**src/rtl/pm_pkg.sv**
```systemverilog
package pm_pkg;
  localparam int CTL_W  = 8;
  localparam int B_IDL  = 0;
  localparam int B_PD   = 1;
  localparam int B_DBL  = 7;
  // bits kept in storage: 7, 3, 2, 1, 0
  localparam logic [CTL_W-1:0] CTL_KEEP = 8'h8F;

  typedef enum logic [1:0] {
    PM_RUN  = 2'd0,
    PM_IDLE = 2'd1,
    PM_DOWN = 2'd2
  } pm_mode_e;
endpackage

```
**src/rtl/pm_rst_qual.sv**
```systemverilog
module pm_rst_qual #(
  parameter int RST_CYCLES = 24
) (
  input  logic clk,
  input  logic rst,
  input  logic ext_rst,
  output logic rst_hit,
  output logic core_rst
);
  localparam int CW = $clog2(RST_CYCLES + 1);
  localparam logic [CW-1:0] LIM = CW'(RST_CYCLES);
  localparam logic [CW-1:0] HIT = CW'(RST_CYCLES - 1);

  logic [CW-1:0] cnt;

  // the sample that completes the hold window qualifies the reset
  assign rst_hit = ext_rst && (cnt >= HIT);

  always_ff @(posedge clk) begin
    if (rst) begin
      cnt      <= '0;
      core_rst <= 1'b0;
    end else begin
      if (!ext_rst)
        cnt <= '0;
      else if (cnt != LIM)
        cnt <= cnt + 1'b1;
      core_rst <= rst_hit;
    end
  end
endmodule

```
**src/rtl/pm_ctl_reg.sv**
```systemverilog
module pm_ctl_reg
  import pm_pkg::*;
#(
  parameter int              ADDR_W   = 8,
  parameter logic [ADDR_W-1:0] REG_ADDR = 8'h87
) (
  input  logic              clk,
  input  logic              rst,
  input  logic              clr,
  input  logic              bus_wr,
  input  logic              bus_rd,
  input  logic [ADDR_W-1:0] bus_addr,
  input  logic [CTL_W-1:0]  bus_wdata,
  input  logic              wake,
  output logic [CTL_W-1:0]  bus_rdata,
  output logic              pd_q,
  output logic              idl_q,
  output logic              dbl_q
);
  logic [CTL_W-1:0] ctl_q;
  logic             sel;

  assign sel   = (bus_addr == REG_ADDR);
  assign pd_q  = ctl_q[B_PD];
  assign idl_q = ctl_q[B_IDL];
  assign dbl_q = ctl_q[B_DBL];

  always_ff @(posedge clk) begin
    if (rst || clr) begin
      ctl_q <= '0;
    end else if (pd_q) begin
      ctl_q <= ctl_q;                      // frozen until qualified reset
    end else if (bus_wr && sel) begin
      ctl_q <= bus_wdata & CTL_KEEP;
    end else if (idl_q && wake) begin
      ctl_q[B_IDL] <= 1'b0;
    end
  end

  always_ff @(posedge clk) begin
    if (rst)
      bus_rdata <= '0;
    else
      bus_rdata <= (bus_rd && sel) ? ctl_q : '0;
  end
endmodule

```
**src/rtl/pm_clk_gate.sv**
```systemverilog
module pm_clk_gate
  import pm_pkg::*;
(
  input  logic clk,
  input  logic rst,
  input  logic pd_q,
  input  logic idl_q,
  output logic cpu_clk_en,
  output logic per_clk_en,
  output logic strb_hold,
  output logic strb_lvl
);
  pm_mode_e mode;

  always_comb begin
    if (pd_q)       mode = PM_DOWN;   // power-down has precedence
    else if (idl_q) mode = PM_IDLE;
    else            mode = PM_RUN;
  end

  always_ff @(posedge clk) begin
    if (rst) begin
      cpu_clk_en <= 1'b1;
      per_clk_en <= 1'b1;
      strb_hold  <= 1'b0;
      strb_lvl   <= 1'b0;
    end else begin
      unique case (mode)
        PM_DOWN: begin
          cpu_clk_en <= 1'b0; per_clk_en <= 1'b0;
          strb_hold  <= 1'b1; strb_lvl   <= 1'b0;
        end
        PM_IDLE: begin
          cpu_clk_en <= 1'b0; per_clk_en <= 1'b1;
          strb_hold  <= 1'b1; strb_lvl   <= 1'b1;
        end
        default: begin
          cpu_clk_en <= 1'b1; per_clk_en <= 1'b1;
          strb_hold  <= 1'b0; strb_lvl   <= 1'b0;
        end
      endcase
    end
  end
endmodule

```
**src/rtl/pwr_mode_ctl.sv**
```systemverilog
module pwr_mode_ctl #(
  parameter int                ADDR_W     = 8,
  parameter logic [ADDR_W-1:0] REG_ADDR   = 8'h87,
  parameter int                RST_CYCLES = 24
) (
  input  logic              clk,
  input  logic              rst,
  input  logic              bus_wr,
  input  logic              bus_rd,
  input  logic [ADDR_W-1:0] bus_addr,
  input  logic [7:0]        bus_wdata,
  output logic [7:0]        bus_rdata,
  input  logic              irq_pend,
  input  logic              ext_rst,
  output logic              core_rst,
  output logic              cpu_clk_en,
  output logic              per_clk_en,
  output logic              strb_hold,
  output logic              strb_lvl,
  output logic              baud_x2
);
  logic pd_q;
  logic idl_q;
  logic rst_hit;

  pm_rst_qual #(.RST_CYCLES(RST_CYCLES)) u_rq (
    .clk      (clk),
    .rst      (rst),
    .ext_rst  (ext_rst),
    .rst_hit  (rst_hit),
    .core_rst (core_rst)
  );

  pm_ctl_reg #(.ADDR_W(ADDR_W), .REG_ADDR(REG_ADDR)) u_reg (
    .clk       (clk),
    .rst       (rst),
    .clr       (rst_hit),
    .bus_wr    (bus_wr),
    .bus_rd    (bus_rd),
    .bus_addr  (bus_addr),
    .bus_wdata (bus_wdata),
    .wake      (irq_pend),
    .bus_rdata (bus_rdata),
    .pd_q      (pd_q),
    .idl_q     (idl_q),
    .dbl_q     (baud_x2)
  );

  pm_clk_gate u_gate (
    .clk        (clk),
    .rst        (rst),
    .pd_q       (pd_q),
    .idl_q      (idl_q),
    .cpu_clk_en (cpu_clk_en),
    .per_clk_en (per_clk_en),
    .strb_hold  (strb_hold),
    .strb_lvl   (strb_lvl)
  );
endmodule

```
**config.mk**
```make
export PLATFORM = sky130hd
export DESIGN_NAME = pwr_mode_ctl
export DESIGN_NICKNAME = d
export VERILOG_FILES = /design/src/rtl/pm_pkg.sv /design/src/rtl/pm_rst_qual.sv /design/src/rtl/pm_ctl_reg.sv /design/src/rtl/pm_clk_gate.sv /design/src/rtl/pwr_mode_ctl.sv
export SDC_FILE = /design/constraint.sdc
export NUM_CORES = 1
export LEC_CHECK = 0
export ABC_CLOCK_PERIOD_IN_PS = 1700
export BUFFER_PORTS_ARGS = -buffer_cell sky130_fd_sc_hd__buf_2
export CAP_MARGIN = 20
export CORE_UTILIZATION = 44
export CTS_CLUSTER_DIAMETER = 40
export DETAILED_ROUTE_END_ITERATION = 6
export GPL_TIMING_DRIVEN = 0
export PLACE_DENSITY = 0.78
export SLEW_MARGIN = 10
export SYNTH_ARGS = -nofsm -noshare
export SYNTH_HDL_FRONTEND = slang
export SYNTH_SLANG_ARGS = --single-unit
```
**constraint.sdc**
```tcl
create_clock -name clk -period 1.7 [get_ports clk]
set_input_delay 0.34 -clock clk [delete_from_list [all_inputs] [get_ports clk]]
set_output_delay 0.34 -clock clk [all_outputs]
set_load 0.01 [all_outputs]
```
-- Yosys cells after proc, flatten, opt, wreduce, memory -nomap -nowiden
Cells that the tools add are included.
- flip-flop bits (word level): 20
- latch bits: 0
- bits in writable memories: 0
- ROM bits: 0
- input port bits: 22
- output and inout bits: 14
- word-level logic and storage cells: 40
- memories: 0
- add/sub/neg operators: 1
- $mul: 0
- divide/modulo/power cells: 0
- magnitude comparators: 1
- equality and inequality tests: 4
- shift operators: 0
- multiplexer cells: 10
- bitwise gates (word level): 3
- reductions and logical operators: 11
- operators by type and width (operator ; count):
    == test 8 bit (second input constant) ; 1
    2-to-1 mux 1 bit ; 8
    OR reduction 2 bit ; 3
    adder 5 x 1 -> 5 bit (second input constant) ; 1
    greater-or-equal comparator 5 bit (second input constant) ; 1
    inequality test 5 bit (second input constant) ; 1
    logical AND 1 bit ; 4
    2-to-1 mux 2 bit ; 2
    AND reduction 2 bit ; 2
    NOT 1 bit ; 3
    == test 2 x 1 -> 1 bit (second input constant) ; 1
    == test 2 bit (second input constant) ; 1
    nonzero test 2 bit ; 1
    logical OR 1 bit ; 1

-- Longest topological paths before layout
- word-level depth: 5
- mapped depth: 6
- mapped depth without buffers: 6

-- Modules after synthesis
Synthesis repeated with hierarchy kept, for this count alone.
- cells, all modules: 81
- area, all modules: 869.6 um^2
- by module, submodules not included (module ; times used ; cells each ; area each (um^2) ; seq. area each (um^2)):
    pm_ctl_reg ; 1 ; 41 ; 417.9 ; 200.2
    pm_rst_qual ; 1 ; 32 ; 335.3 ; 120.1
    pm_clk_gate ; 1 ; 8 ; 116.4 ; 80.1

-- Worst setup path before layout
No wires, ideal clock.
- path kind: input to register
- start: input port bus_addr[5]
- end: register u_reg.ctl_q[2]
- setup time: 114 ps
- arrival time: 1453 ps
- data required time: 1586 ps
- slack: 133 ps
- cell stages on the path: 4
- buffers on the path: 0
- cell sequence: or4b_4 -> nor4_4 -> mux2i_1 -> nor2_1
- word-level cells in the longest chain between the ends: 3
- ends and longest elaborated chain (element ; line ; text):
    start, declared ; pwr_mode_ctl.sv:10 ; input logic [ADDR_W-1:0] bus_addr,
    == test 8 bit ; pm_ctl_reg.sv:23 ; assign sel = (bus_addr == REG_ADDR);
    logical AND 1 bit ; pm_ctl_reg.sv:33 ; end else if (bus_wr && sel) begin
    AND reduction 2 bit (no line) ; -- ;
    end signal, assigned ; pm_ctl_reg.sv:32 ; ctl_q <= ctl_q;
    end signal, assigned ; pm_ctl_reg.sv:34 ; ctl_q <= bus_wdata & CTL_KEEP;
    end, declared ; pm_ctl_reg.sv:20 ; logic [CTL_W-1:0] ctl_q;
No other way between the ends.
A chain may end at the register's enable or synchronous reset.

-- Worst setup path in the final report
- start: input port bus_addr[5]
- end: register u_reg.bus_rdata[3]
- word-level cells in the longest chain between the ends: 4
- ends and longest elaborated chain (element ; line ; text):
    == test 8 bit ; pm_ctl_reg.sv:23 ;
    logical AND 1 bit ; pm_ctl_reg.sv:44 ; bus_rdata <= (bus_rd && sel) ? ctl_q : '0;
    NOT 1 bit (no line) ; -- ;
    OR reduction 2 bit (no line) ; -- ;
    end signal, assigned ; pm_ctl_reg.sv:44 ;
    end, declared ; pm_ctl_reg.sv:15 ; output logic [CTL_W-1:0] bus_rdata,
No other way between the ends.

==> out/qor.yml <==
cp_max_fo: 5
hold_path_depth: 3
cts_buffer_depth: 2
final_layout_size_suffix_gt1_share_pct: 34.8
vias: 625
ys_ff_latch: 20
grt_usage_pct: 14.6
fin_ws_ns: 0.217
cts_resized: 0
core_area_sq_um: 1580
worst_pin_slew_ns: 0.577
final_nets: 138
nFillCells: 142
hold_end: "u_reg.ctl_q[1]"
drcViolationCount: 1
min-delay-start: "bus_wdata[1]"
grt_pass1_wl_mm: 2.11
grt-ovfl-total: 0
num_rows: 14
antenna_found_initial: 0
rrSetupSlack_ns: 0.26
fin_crit_sh_pct: 87.2
area_growth_pct: 25.1
antenna_cells: 0
vdd_ir_drop_max_mv: 0.321
outcome: "finished, violations left"
dieWidth_um: 44.0
finalClockSkew_ns: 0.00711
ys_warn_count: 0
seq_area_frac_synth_pct: 51.5
hpwlAfterDp_um: 994
drt_wl_total_mm: 1.25
r2r_cells: 5
cts_tree: "built"
async_flop_share_pct: 0
clock.fmax_mhz: 674
min_path_type: "in2reg"
critical_path_class: "in2reg"
numCtsBuffers: 3
synth.area.top_cells: "dfxtp_1 52%, nor2_1 6.3%, and2_1 4.0%, mux2i_1 3.9%, xor2_1 3.4%"
worst_ep_required_time_ns: 1.93
cts_max_level: 1
grt_max_degree: 11
crit_arrival_ns: 1.72
place_area_sq_um: 950
initial_core_util_pct: 49.3
cts-root-buf: "clkbuf_4"
ys.flop_type: "dfxtp_1"
p_leak_nw: 0.455
synthCells: 78
violations: "DRC"
final_cell_mix: "29 x buf_2, 20 x dfxtp_1, 13 x nor2_1"
viasPerCell: 4.88
rsz0062_at_grt: "no"
synth_edf_count: 0
setup_viol: 0
detail_route.first_pass.iterations: 7
slew_headroom_pct: 61.2
place_ws_ns: -0.0955
crit_path_start: "bus_addr[5]"
portBuffers: 29
report.final.slew_viol_count: 0
cp-end-kind: "flip-flop"
die_area_sq_um: 1940
cts_setup_buffers: 0
die_h_um: 44.0
clock-sinks: 20
final_common_cell: "buf_2"
wl_per_cell_um: 9.80
placed_cells: 125
maxCapViolCount: 0
hold_viol_final: 0
power.density_nw_per_um2: 746
start_kind: "input pin"
stdcell_count: 128
r2r_end: "u_reg.ctl_q[0]"
synth_area_sq_um: 777
yosys.area.top_type_share_pct: 51.5
io-pin-count: 36
worstReg2RegStart: "u_rq.cnt[0]"
worstSkewPairLatency_ns: 0.28
whs_ns: 0.278
cts_hold_buffers: 0
drtIter0Drc: 6
yosysUniqueCellTypes: 25
fin_crit_ns: 1.48
place_congestion: 0.735
syn_area_per_cell_sq_um: 9.96
grt_pass1_vias: 542
synth_top_area_cell: "dfxtp_1"
drtAntennaViolNets: 0
stdcell_area_sq_um: 972
path_clk_slew_ns: 0.10
[worst max path at each step]
stage / to / depth (start not counted)
final: u_reg.bus_rdata[3] / 4
after global routing: u_reg.bus_rdata[3] / 4
after CTS: u_reg.bus_rdata[1] / 4
after detailed placement: u_reg.bus_rdata[1] / 4
after global placement: u_reg.bus_rdata[3] / 4
after floorplan: u_reg.ctl_q[2] / 4
[cell families after synthesis]
logic type	count (synthesis)	synth area share, %
and+or+nand+nor	34	25.9
DFF	20	51.5
buffers and inverters	8	5.31
AOI/OAI and AO/OA	6	5.15
xor gates and xnor gates	4	4.51
muxes	3	3.86
adders and majority gates	2	3.22
other	1	0.483
[where the power goes]
part	internal, mW	switching (mW)	total (mW)
Clock	0.0821	0.120	0.202
Combinational	0.0277	0.0220	0.0496
Sequential	0.471	0.00295	0.474
[registers in the layout, summed over array words and instances (netlist names)]
register           flops
u_rq.cnt               5
u_reg.ctl_q            5
u_rq.core_rst          1
u_gate.per_clk_en      1
u_gate.cpu_clk_en      1
u_gate.strb_hold       1
u_gate.strb_lvl        1
u_reg.bus_rdata        5
[synthesized netlist by cell type (2+ instances only)]
master	instances
dfxtp_1	20
nor2_1	13
and2_1	5
inv_1	5
buf_4	3
mux2i_1	3
nand2_1	3
xor2_1	3
a21o_1	2
a21oi_1	2
ha_1	2
nand2b_1	2
nand3_1	2
nand4b_1	2
[layer usage]
layer | up-vias | routed length [um] | global-route usage, %
met3 | 2 | 82 | 2.45
met4 | 0 | 17 | 7.27
met1 | 279 | 585 | 19.4
met2 | 24 | 568 | 22.9
met5 | - | 0 | 0
li1 | 320 | - | -
[layout make-up]
class                   instances  area, sq um  area share (%)
flip-flops and latches         20          400            41.2
well taps                      16         20.0            2.06
repair buffers                 29          145            14.9
clock buffers                   3         22.5            2.32
plain buffers                   3         22.5            2.32
inverters                       5         18.8            1.93
multi-input cells              52          343            35.3
[worst max-delay path, stage by stage]
cell and delay (ns):
buf_2 0.10, or4b_4 0.56, nor4_1 0.52, and2_1 0.20
[per-stage QoR]
| stage | total power [mW] | util, % | TNS [ns] |
|---|---|---|---|
| after floorplan | 0.509 | - | 0 |
| after global placement | 0.533 | 60.2 | -0.395 |
| after detailed placement | 0.534 | 60.2 | -0.591 |
| after CTS | 0.733 | 61.7 | 0 |
| after global routing | 0.754 | 61.7 | 0 |
| final | 0.725 | 61.7 | 0 |
(Power assumes the default switching activity.)
